## src/rtl/rtc_calendar.sv

```systemverilog
module rtc_calendar #(
  parameter int PEND_W = 4
) (
  input  logic       clk,
  input  logic       rst_n,
  input  logic       tick_1hz,
  input  logic       vlow_in,
  input  logic [3:0] reg_addr,
  input  logic       reg_wr,
  input  logic [7:0] reg_wdata,
  input  logic       reg_rd,
  output logic [7:0] reg_rdata,
  output logic       irq_alarm
);

  localparam logic [PEND_W-1:0] PEND_MAX = '1;

  function automatic logic [7:0] bcd_inc(input logic [7:0] v);
    return (v[3:0] == 4'd9) ? {v[7:4] + 4'd1, 4'd0} : {v[7:4], v[3:0] + 4'd1};
  endfunction

  logic [7:0] sec;
  logic [6:0] min;
  logic [5:0] hr;
  logic [5:0] day;
  logic [2:0] wday;
  logic [4:0] mon;
  logic       cent;
  logic [7:0] yr;
  logic [7:0] al_min, al_hr, al_day, al_wd;
  logic       af, aie;
  logic [PEND_W-1:0] pend;

  logic time_addr, frz, hold, step;
  assign time_addr = (reg_addr >= 4'h2) && (reg_addr <= 4'h8);
  assign frz  = reg_rd && time_addr;
  assign hold = frz || reg_wr;
  assign step = !hold && (tick_1hz || pend != '0);

  logic leap;
  logic [5:0] last_day;
  assign leap = yr[4] ? (yr[3:0] == 4'd2 || yr[3:0] == 4'd6)
                      : (yr[3:0] == 4'd0 || yr[3:0] == 4'd4 || yr[3:0] == 4'd8);

  always_comb begin
    case (mon)
      5'h02:                      last_day = leap ? 6'h29 : 6'h28;
      5'h04, 5'h06, 5'h09, 5'h11: last_day = 6'h30;
      default:                    last_day = 6'h31;
    endcase
  end

  logic w_sec, w_min, w_hr, w_day, w_mon, w_yr;
  assign w_sec = sec[6:0] == 7'h59;
  assign w_min = min == 7'h59;
  assign w_hr  = hr == 6'h23;
  assign w_day = day == last_day;
  assign w_mon = mon == 5'h12;
  assign w_yr  = yr == 8'h99;

  logic c_min, c_hr, c_day, c_mon, c_yr;
  assign c_min = w_sec;
  assign c_hr  = c_min && w_min;
  assign c_day = c_hr && w_hr;
  assign c_mon = c_day && w_day;
  assign c_yr  = c_mon && w_mon;

  logic [7:0] i_sec, i_min, i_hr, i_day, i_mon, i_yr;
  assign i_sec = bcd_inc({1'b0, sec[6:0]});
  assign i_min = bcd_inc({1'b0, min});
  assign i_hr  = bcd_inc({2'b0, hr});
  assign i_day = bcd_inc({2'b0, day});
  assign i_mon = bcd_inc({3'b0, mon});
  assign i_yr  = bcd_inc(yr);

  logic [6:0] n_sec, n_min;
  logic [5:0] n_hr, n_day;
  logic [2:0] n_wd;
  logic [4:0] n_mon;
  logic [7:0] n_yr;
  logic       n_cent;
  assign n_sec  = w_sec ? 7'h00 : i_sec[6:0];
  assign n_min  = !c_min ? min  : (w_min ? 7'h00 : i_min[6:0]);
  assign n_hr   = !c_hr  ? hr   : (w_hr  ? 6'h00 : i_hr[5:0]);
  assign n_day  = !c_day ? day  : (w_day ? 6'h01 : i_day[5:0]);
  assign n_wd   = !c_day ? wday : (wday == 3'd6 ? 3'd0 : wday + 3'd1);
  assign n_mon  = !c_mon ? mon  : (w_mon ? 5'h01 : i_mon[4:0]);
  assign n_yr   = !c_yr  ? yr   : (w_yr  ? 8'h00 : i_yr);
  assign n_cent = cent ^ (c_yr && w_yr);

  logic any_en, m_all, hit;
  assign any_en = !(al_min[7] && al_hr[7] && al_day[7] && al_wd[7]);
  assign m_all  = (al_min[7] || al_min[6:0] == n_min) &&
                  (al_hr[7]  || al_hr[5:0]  == n_hr)  &&
                  (al_day[7] || al_day[5:0] == n_day) &&
                  (al_wd[7]  || al_wd[2:0]  == n_wd);
  assign hit = step && n_sec == 7'h00 && any_en && m_all;

  logic [7:0] rd_mux;
  always_comb begin
    case (reg_addr)
      4'h1:    rd_mux = {4'b0, af, 1'b0, aie, 1'b0};
      4'h2:    rd_mux = sec;
      4'h3:    rd_mux = {1'b0, min};
      4'h4:    rd_mux = {2'b0, hr};
      4'h5:    rd_mux = {2'b0, day};
      4'h6:    rd_mux = {5'b0, wday};
      4'h7:    rd_mux = {cent, 2'b0, mon};
      4'h8:    rd_mux = yr;
      4'h9:    rd_mux = al_min;
      4'hA:    rd_mux = al_hr;
      4'hB:    rd_mux = al_day;
      4'hC:    rd_mux = al_wd;
      default: rd_mux = 8'h00;
    endcase
  end

  assign irq_alarm = af && aie;

  always_ff @(posedge clk or negedge rst_n) begin
    if (!rst_n) begin
      pend <= '0;
    end else if (hold && tick_1hz && pend != PEND_MAX) begin
      pend <= pend + 1'b1;
    end else if (!hold && !tick_1hz && pend != '0) begin
      pend <= pend - 1'b1;
    end
  end

  always_ff @(posedge clk or negedge rst_n) begin
    if (!rst_n) begin
      reg_rdata <= 8'h00;
    end else if (reg_rd) begin
      reg_rdata <= rd_mux;
    end
  end

  always_ff @(posedge clk or negedge rst_n) begin
    if (!rst_n) begin
      sec    <= 8'h80;
      min    <= '0;
      hr     <= '0;
      day    <= '0;
      wday   <= '0;
      mon    <= '0;
      cent   <= 1'b0;
      yr     <= '0;
      al_min <= 8'h80;
      al_hr  <= 8'h80;
      al_day <= 8'h80;
      al_wd  <= 8'h80;
      af     <= 1'b0;
      aie    <= 1'b0;
    end else begin
      if (step) begin
        sec[6:0] <= n_sec;
        min      <= n_min;
        hr       <= n_hr;
        day      <= n_day;
        wday     <= n_wd;
        mon      <= n_mon;
        cent     <= n_cent;
        yr       <= n_yr;
      end
      if (hit) af <= 1'b1;
      if (reg_wr) begin
        case (reg_addr)
          4'h1: begin
            aie <= reg_wdata[1];
            if (!reg_wdata[3]) af <= 1'b0;
          end
          4'h2: sec    <= reg_wdata;
          4'h3: min    <= reg_wdata[6:0];
          4'h4: hr     <= reg_wdata[5:0];
          4'h5: day    <= reg_wdata[5:0];
          4'h6: wday   <= reg_wdata[2:0];
          4'h7: begin
            cent <= reg_wdata[7];
            mon  <= reg_wdata[4:0];
          end
          4'h8: yr     <= reg_wdata;
          4'h9: al_min <= reg_wdata;
          4'hA: al_hr  <= reg_wdata;
          4'hB: al_day <= reg_wdata;
          4'hC: al_wd  <= reg_wdata;
          default: ;
        endcase
      end
      if (vlow_in) sec[7] <= 1'b1;
    end
  end

endmodule

```

## config.mk

```make
export PLATFORM = sky130hd
export DESIGN_NAME = rtc_calendar
export DESIGN_NICKNAME = d
export VERILOG_FILES = /design/src/rtl/rtc_calendar.sv
export SDC_FILE = /design/constraint.sdc
export NUM_CORES = 1
export LEC_CHECK = 0
export BUFFER_PORTS_ARGS = -buffer_cell sky130_fd_sc_hd__clkbuf_2
export CAP_MARGIN = 20
export CORE_MARGIN = 1.5
export CORE_UTILIZATION = 35
export CTS_BUF_LIST = sky130_fd_sc_hd__clkbuf_8 sky130_fd_sc_hd__clkbuf_16
export DETAILED_ROUTE_END_ITERATION = 7
export GPL_TIMING_DRIVEN = 0
export PLACE_DENSITY = 0.46
export SLEW_MARGIN = 40
export SYNTH_ARGS = -nofsm -noshare
export SYNTH_HDL_FRONTEND = slang
export SYNTH_SLANG_ARGS = --single-unit
```

## constraint.sdc

```tcl
create_clock -name clk -period 7.4 [get_ports clk]
set_input_delay 2.22 -clock clk [delete_from_list [all_inputs] [get_ports clk]]
set_output_delay 2.22 -clock clk [all_outputs]
set_load 0.1 [all_outputs]
```

# After elaboration in Yosys (flattened, before gate mapping)
# Index checks and enable logic that the tools add are counted.
dict set report op_classes {
  addsub 15
  order_cmp 2
  eq_ne 39
  n_mux 54
  bitwise_logic 1
  n_reduce_logical 47
}
# cell n
set op_table {}
lappend op_table {{one-hot mux 8 bit (12 select lines)} 1}
lappend op_table {{two-way mux 6 bit} 12}
lappend op_table {{two-way mux 8 bit} 8}
lappend op_table {{two-way mux 7 bit} 9}
lappend op_table {{equality test 4 bit (second input constant)} 12}
lappend op_table {{adder 4 x 1 -> 4 bit (second input constant)} 8}
lappend op_table {{two-way mux 5 bit} 6}
lappend op_table {{equality test 4 x 3 -> 1 bit (second input constant)} 6}
lappend op_table {{logical AND 1 bit} 22}
lappend op_table {{equality test 6 bit} 3}
lappend op_table {{two-way mux 3 bit} 5}
lappend op_table {{equality test 7 bit (second input constant)} 2}
lappend op_table {{equality test 4 x 2 -> 1 bit (second input constant)} 3}
lappend op_table {{AND reduction 2 bit} 6}
lappend op_table {{equality test 5 x 3 -> 1 bit (second input constant)} 2}
lappend op_table {{equality test 5 bit (second input constant)} 2}
lappend op_table {{two-way mux 1 bit} 10}
lappend op_table {{one-hot mux 5 bit (2 select lines)} 1}
lappend op_table {{adder 3 x 1 -> 3 bit (second input constant)} 3}
lappend op_table {{logical OR 1 bit} 9}
lappend op_table {{equality test 8 bit (second input constant)} 1}
lappend op_table {{two-way mux 4 bit} 2}
lappend op_table {{equality test 7 bit} 1}
lappend op_table {{zero test 7 bit} 1}
lappend op_table {{other kinds (18)} 23}
dict set report totals {
  register_bits 90
  wordCells 175
}

# Logic depth before layout (Yosys ltp)
dict set report logic_depth {
  word_depth 18
  mapped_depth 13
}

# Least setup slack after synthesis
# Ideal clock, no wire load.
dict set report synth_path {
  kind {input port to flip-flop}
  startpoint {input reg_addr[1]}
  endpoint {register mon[3]}
  setup_ps 137
  arrival_ps 4092
  setup_slack_ps 3170
  path_stages 10
  path_cell_list {clkbuf_1 -> or3_1 -> a31o_1 -> nor2_1 -> buf_4 -> nand2_2 -> nor4_2 -> o21ai_1 -> a221oi_1 -> a21oi_1}
}
dict set report synth_between {
  elab_chain_len 9
  word_cells_on_any_way 11
  cone_classes {2 x order compare; 1 x eq/ne; 3 x mux; 5 x reduce/logical}
}
# item line_no
set synth_lines {}
lappend synth_lines {{start: declaration} 8} ;# input logic [3:0] reg_addr,
lappend synth_lines {{>= comparator 4 x 2 -> 1 bit / <= comparator 4 bit (equally long branches)} 35} ;# assign time_addr = (reg_addr >= 4'h2) && (reg_addr <= 4'h8);
lappend synth_lines {{logical AND 1 bit} 35}
lappend synth_lines {{logical AND 1 bit} 36} ;# assign frz = reg_rd && time_addr;
lappend synth_lines {{logical OR 1 bit} 37} ;# assign hold = frz || reg_wr;
lappend synth_lines {{zero test 1 bit} 38} ;# assign step = !hold && (tick_1hz || pend != '0);
lappend synth_lines {{logical AND 1 bit} 38}
lappend synth_lines {{two-way mux 5 bit} 155} ;# if (step) begin
lappend synth_lines {{two-way mux 5 bit} 167} ;# case (reg_addr)
lappend synth_lines {{two-way mux 5 bit *} 166} ;# if (reg_wr) begin
lappend synth_lines {{end signal: assignment} 161} ;# mon <= n_mon;
lappend synth_lines {{end signal: assignment} 179} ;# mon <= reg_wdata[4:0];
lappend synth_lines {{end: declaration} 27} ;# logic [4:0] mon;
# Mark *: on every way between the ends. The rest lies on a longest branch, timed or not.
# A chain may end at the register's enable or synchronous reset.

# Worst setup path in the final report
dict set report layout_path {
  startpoint {input reg_addr[1]}
  endpoint {register hr[4]}
}
dict set report layout_between {
  elab_chain_len 9
  word_cells_on_any_way 11
  cone_classes {2 x order compare; 1 x eq/ne; 3 x mux; 5 x reduce/logical}
}
# item line_no
set layout_lines {}
lappend layout_lines {{>= comparator 4 x 2 -> 1 bit / <= comparator 4 bit (equally long branches)} 35}
lappend layout_lines {{logical AND 1 bit} 35}
lappend layout_lines {{logical AND 1 bit} 36}
lappend layout_lines {{logical OR 1 bit} 37}
lappend layout_lines {{zero test 1 bit} 38}
lappend layout_lines {{logical AND 1 bit} 38}
lappend layout_lines {{two-way mux 6 bit} 155}
lappend layout_lines {{two-way mux 6 bit} 167}
lappend layout_lines {{two-way mux 6 bit *} 166}
lappend layout_lines {{end signal: assignment} 158} ;# hr <= n_hr;
lappend layout_lines {{end signal: assignment} 174} ;# 4'h4: hr <= reg_wdata[5:0];
lappend layout_lines {{end: declaration} 24} ;# logic [5:0] hr;
# Marks and branches as above.

==> results.md <==
* Status: complete, no violations
* Final clock skew at approximately 0.014 ns
* Worst hold path class: reg2reg
* Vias at roughly 6.4k
* Placed insts at between 1k and 1.5k
* GRT Overall Usage at 0.260
* FMAX at around 0.22 GHz
* Main area contributors after synthesis: dfrtp_1 31%, mux2_2 6.6%, a21oi_1 5.1%, nand2_1 4.4%, nor2_1 3.9%
* FILL cells at about 2.0k
* Port Buffers at 20
* Yosys top cell area share at 0.313
* Area of the multi-input gates at about 4200 um^2
* Total negative slack at 0 ns
* Non-Filler Instances at 1103
* Leakage power at 3.01 nW
* IR drop worst, VDD at 0.000124 V
* Count leader, synth: dfrtp_1
* Hold-fix buffers, CTS at 0
* Post-CTS setup buffers at 0
* Worst path arrival time at 4.73 ns
* TritonCTS Sinks at 90
* CTS clk-pin slew, worst paths at 0.07 ns
* Number of max-cap violations at 0
* Synth Register Bits at 90
* Grt total ovfl at 0
* Starting Density at 0.359
* Crit. End Element: register
* Post-Syn Nets at 842
* TritonCTS clock tree: yes
* First-pass GRT wire length at slightly below 40000 um
* Vias in the first global route at ~6.4k
* Fraction of layout instances using a drive strength above 1 at 0.147
* Ant diodes at 0
* Crit-path max FO at 10
* Distinct cell type count after synthesis at 85
* Core area at between 15000 and 20000 um^2
* Final WL at 25000 um
* Synth warn at 0
* WS Path Type: in2reg
* Pwr/cell area at approximately 280 nW/um^2
* Mapped Cells at slightly above 800
* Final hold vios at 0
* Ports at 27
* Initial antenna violation count at 0
* DR iter-0 viols at 482
* Worst-skew pair later-pin latency at 0.37 ns
* Die Wd at 142 um
* Routed len/inst at ~23 um
* Cts bufs inserted at 9
* Synth async-reset ratio at 1.00
* Drt pass-1 iters at 7
* EDFF count, synth at 0
* Final ANT Viol Nets at 0
* Sequential cell area at 2260 um^2
* Area Growth Syn to Fin at 11.4%
* Slew HR at 0.446
* Slew @ Worst Pin at ~0.83 ns
* Row cnt at 50
* Pre-CTS worst setup slack at 2.61 ns
* Largest net degree at the start of global routing at 57
* Post-DP HPWL at 18500 um
* Req. time, crit path at 7.63 ns
* Tot Pwr at approximately 2.1 mW
* Post-synthesis area per instance at 8.42 um^2
* Tcrit/Tclk final at 0.608
* Vias per inst at 5.84
* Post-Syn Area at 6790 um^2
* GPL Wtd Cong at 0.919
* Startpoint types: primary input
* Cts repair resizes at 0
* Final WS setup at approximately 2.9 ns
* Most instantiated cells after synthesis: 85 x dfrtp_1, 79 x nand2_1, 71 x nor2_1
* Final setup viols at 0
* CTS root buf: clkbuf_16
* Setup repair after global routing missed its margin: no
* Sequential area share after synthesis at 0.333
* Die Y at 142 um
* Die area at 20200 um^2
* Nets at 874
* Largest area contributor in the netlist: dfrtp_1
* # H-tree levels at 3
* Min cycle time layout at 4.50 ns
* Buffer depth of the longest clock path at 2
* # DRC at 0
* Primary FF master, synth: dfrtp_1
* Max-slew violation count at 0
-- cell usage in the layout, fill, tap and decap left out, drive strengths merged, types with 5 or more instances in the layout --
cell type	synthesis	routed
and2	7	7
mux2i	20	20
ha	17	17
a21boi	5	5
inv	27	29
buf	25	26
a211oi	7	7
nand2b	11	11
nor3	27	27
or4	5	5
and3b	5	5
nor2	71	71
mux2	40	40
a32oi	5	5
nand3	28	28
xor2	11	11
dfrtp	85	85
a31oi	8	8
dfstp	5	5
a21oi	70	70
o22ai	14	14
clkbuf	35	65
and3	8	8
xnor2	17	17
nand4	10	10
o21ai	52	52
nand3b	7	7
a41oi	5	5
a221oi	5	5
nor2b	15	15
nand2	81	81
a22oi	8	8
-- cell families after synthesis --
logic type / share of synthesized area
simple gates: 0.229
compound gates: 0.213
flops: 0.333
buf+inv: 0.0553
mux: 0.0991
xor+xnor: 0.0361
fa+ha+maj: 0.0343
-- critical path, stage by stage --
cell	delay [ns]
clkbuf_1	0.20
or3_1	0.35
a31o_1	0.29
nor2_1	0.15
buf_4	0.26
clkbuf_1	0.66
o21ai_0	0.28
a21oi_1	0.21
a21oi_1	0.08
-- per-layer routing --
| layer | up-vias | track usage | part of all wire |
|---|---|---|---|
| met5 | - | 0 | 0 |
| met4 | 0 | 0.112 | 0.037 |
| met3 | 59 | 0.0289 | 0.040 |
| met2 | 183 | 0.424 | 0.47 |
| met1 | 3191 | 0.349 | 0.46 |
| li1 | 3009 | - | - |
-- worst paths after layout --
check	depth (start not counted)	end	start	slack (ns)
hold reg to reg	1	pend[3]$_DFFE_PN0P_	pend[3]$_DFFE_PN0P_	0.50
setup reg to reg	9	af$_DFF_PN0_	hr[1]$_DFF_PN0_	4.15
setup / recovery	9	hr[4]$_DFF_PN0_	reg_addr[1]	2.90
min in group asynchronous	1	al_hr[3]$_DFFE_PN0P_	rst_n	1.76
hold / removal	1	pend[3]$_DFFE_PN0P_	pend[3]$_DFFE_PN0P_	0.50
max in group asynchronous	2	al_day[7]$_DFFE_PN1P_	rst_n	4.99
-- area by class of cell --
class	instances	area share
multi-input cells	629	0.550
inverters	27	0.0134
clock buffers	10	0.0316
flip-flops and latches	90	0.299
repair buffers	21	0.0180
clock inverters	6	0.00877
well taps	260	0.0430
plain buffers	60	0.0369
-- per-stage QoR --
step | hold WS (ns) | area (um^2) | util
floorplan | 0.460 | 6790 | -
global placement | 0.482 | 7220 | 0.382
detailed placement | 0.481 | 7260 | 0.384
CTS | 0.495 | 7560 | 0.400
global route | 0.516 | 7560 | 0.400
finish | 0.496 | 7560 | 0.400
-- state kept, by name, indices dropped and copies added, names as in the netlist --
register and flops:
af 1, aie 1, al_day 8, al_hr 8, al_min 8, al_wd 8, cent 1, day 6
hr 6, min 7, mon 5, pend 4, reg_rdata 8, sec 8, wday 3, yr 8
-- report_power, final --
group | total (mW) | internal (mW) | switching (mW)
Clock | 0.502 | 0.273 | 0.229
Sequential | 0.791 | 0.620 | 0.171
Combinational | 0.850 | 0.346 | 0.504
Total | 2.14 | 1.24 | 0.904
No activity file was read; power rests on OpenSTA's default activity.
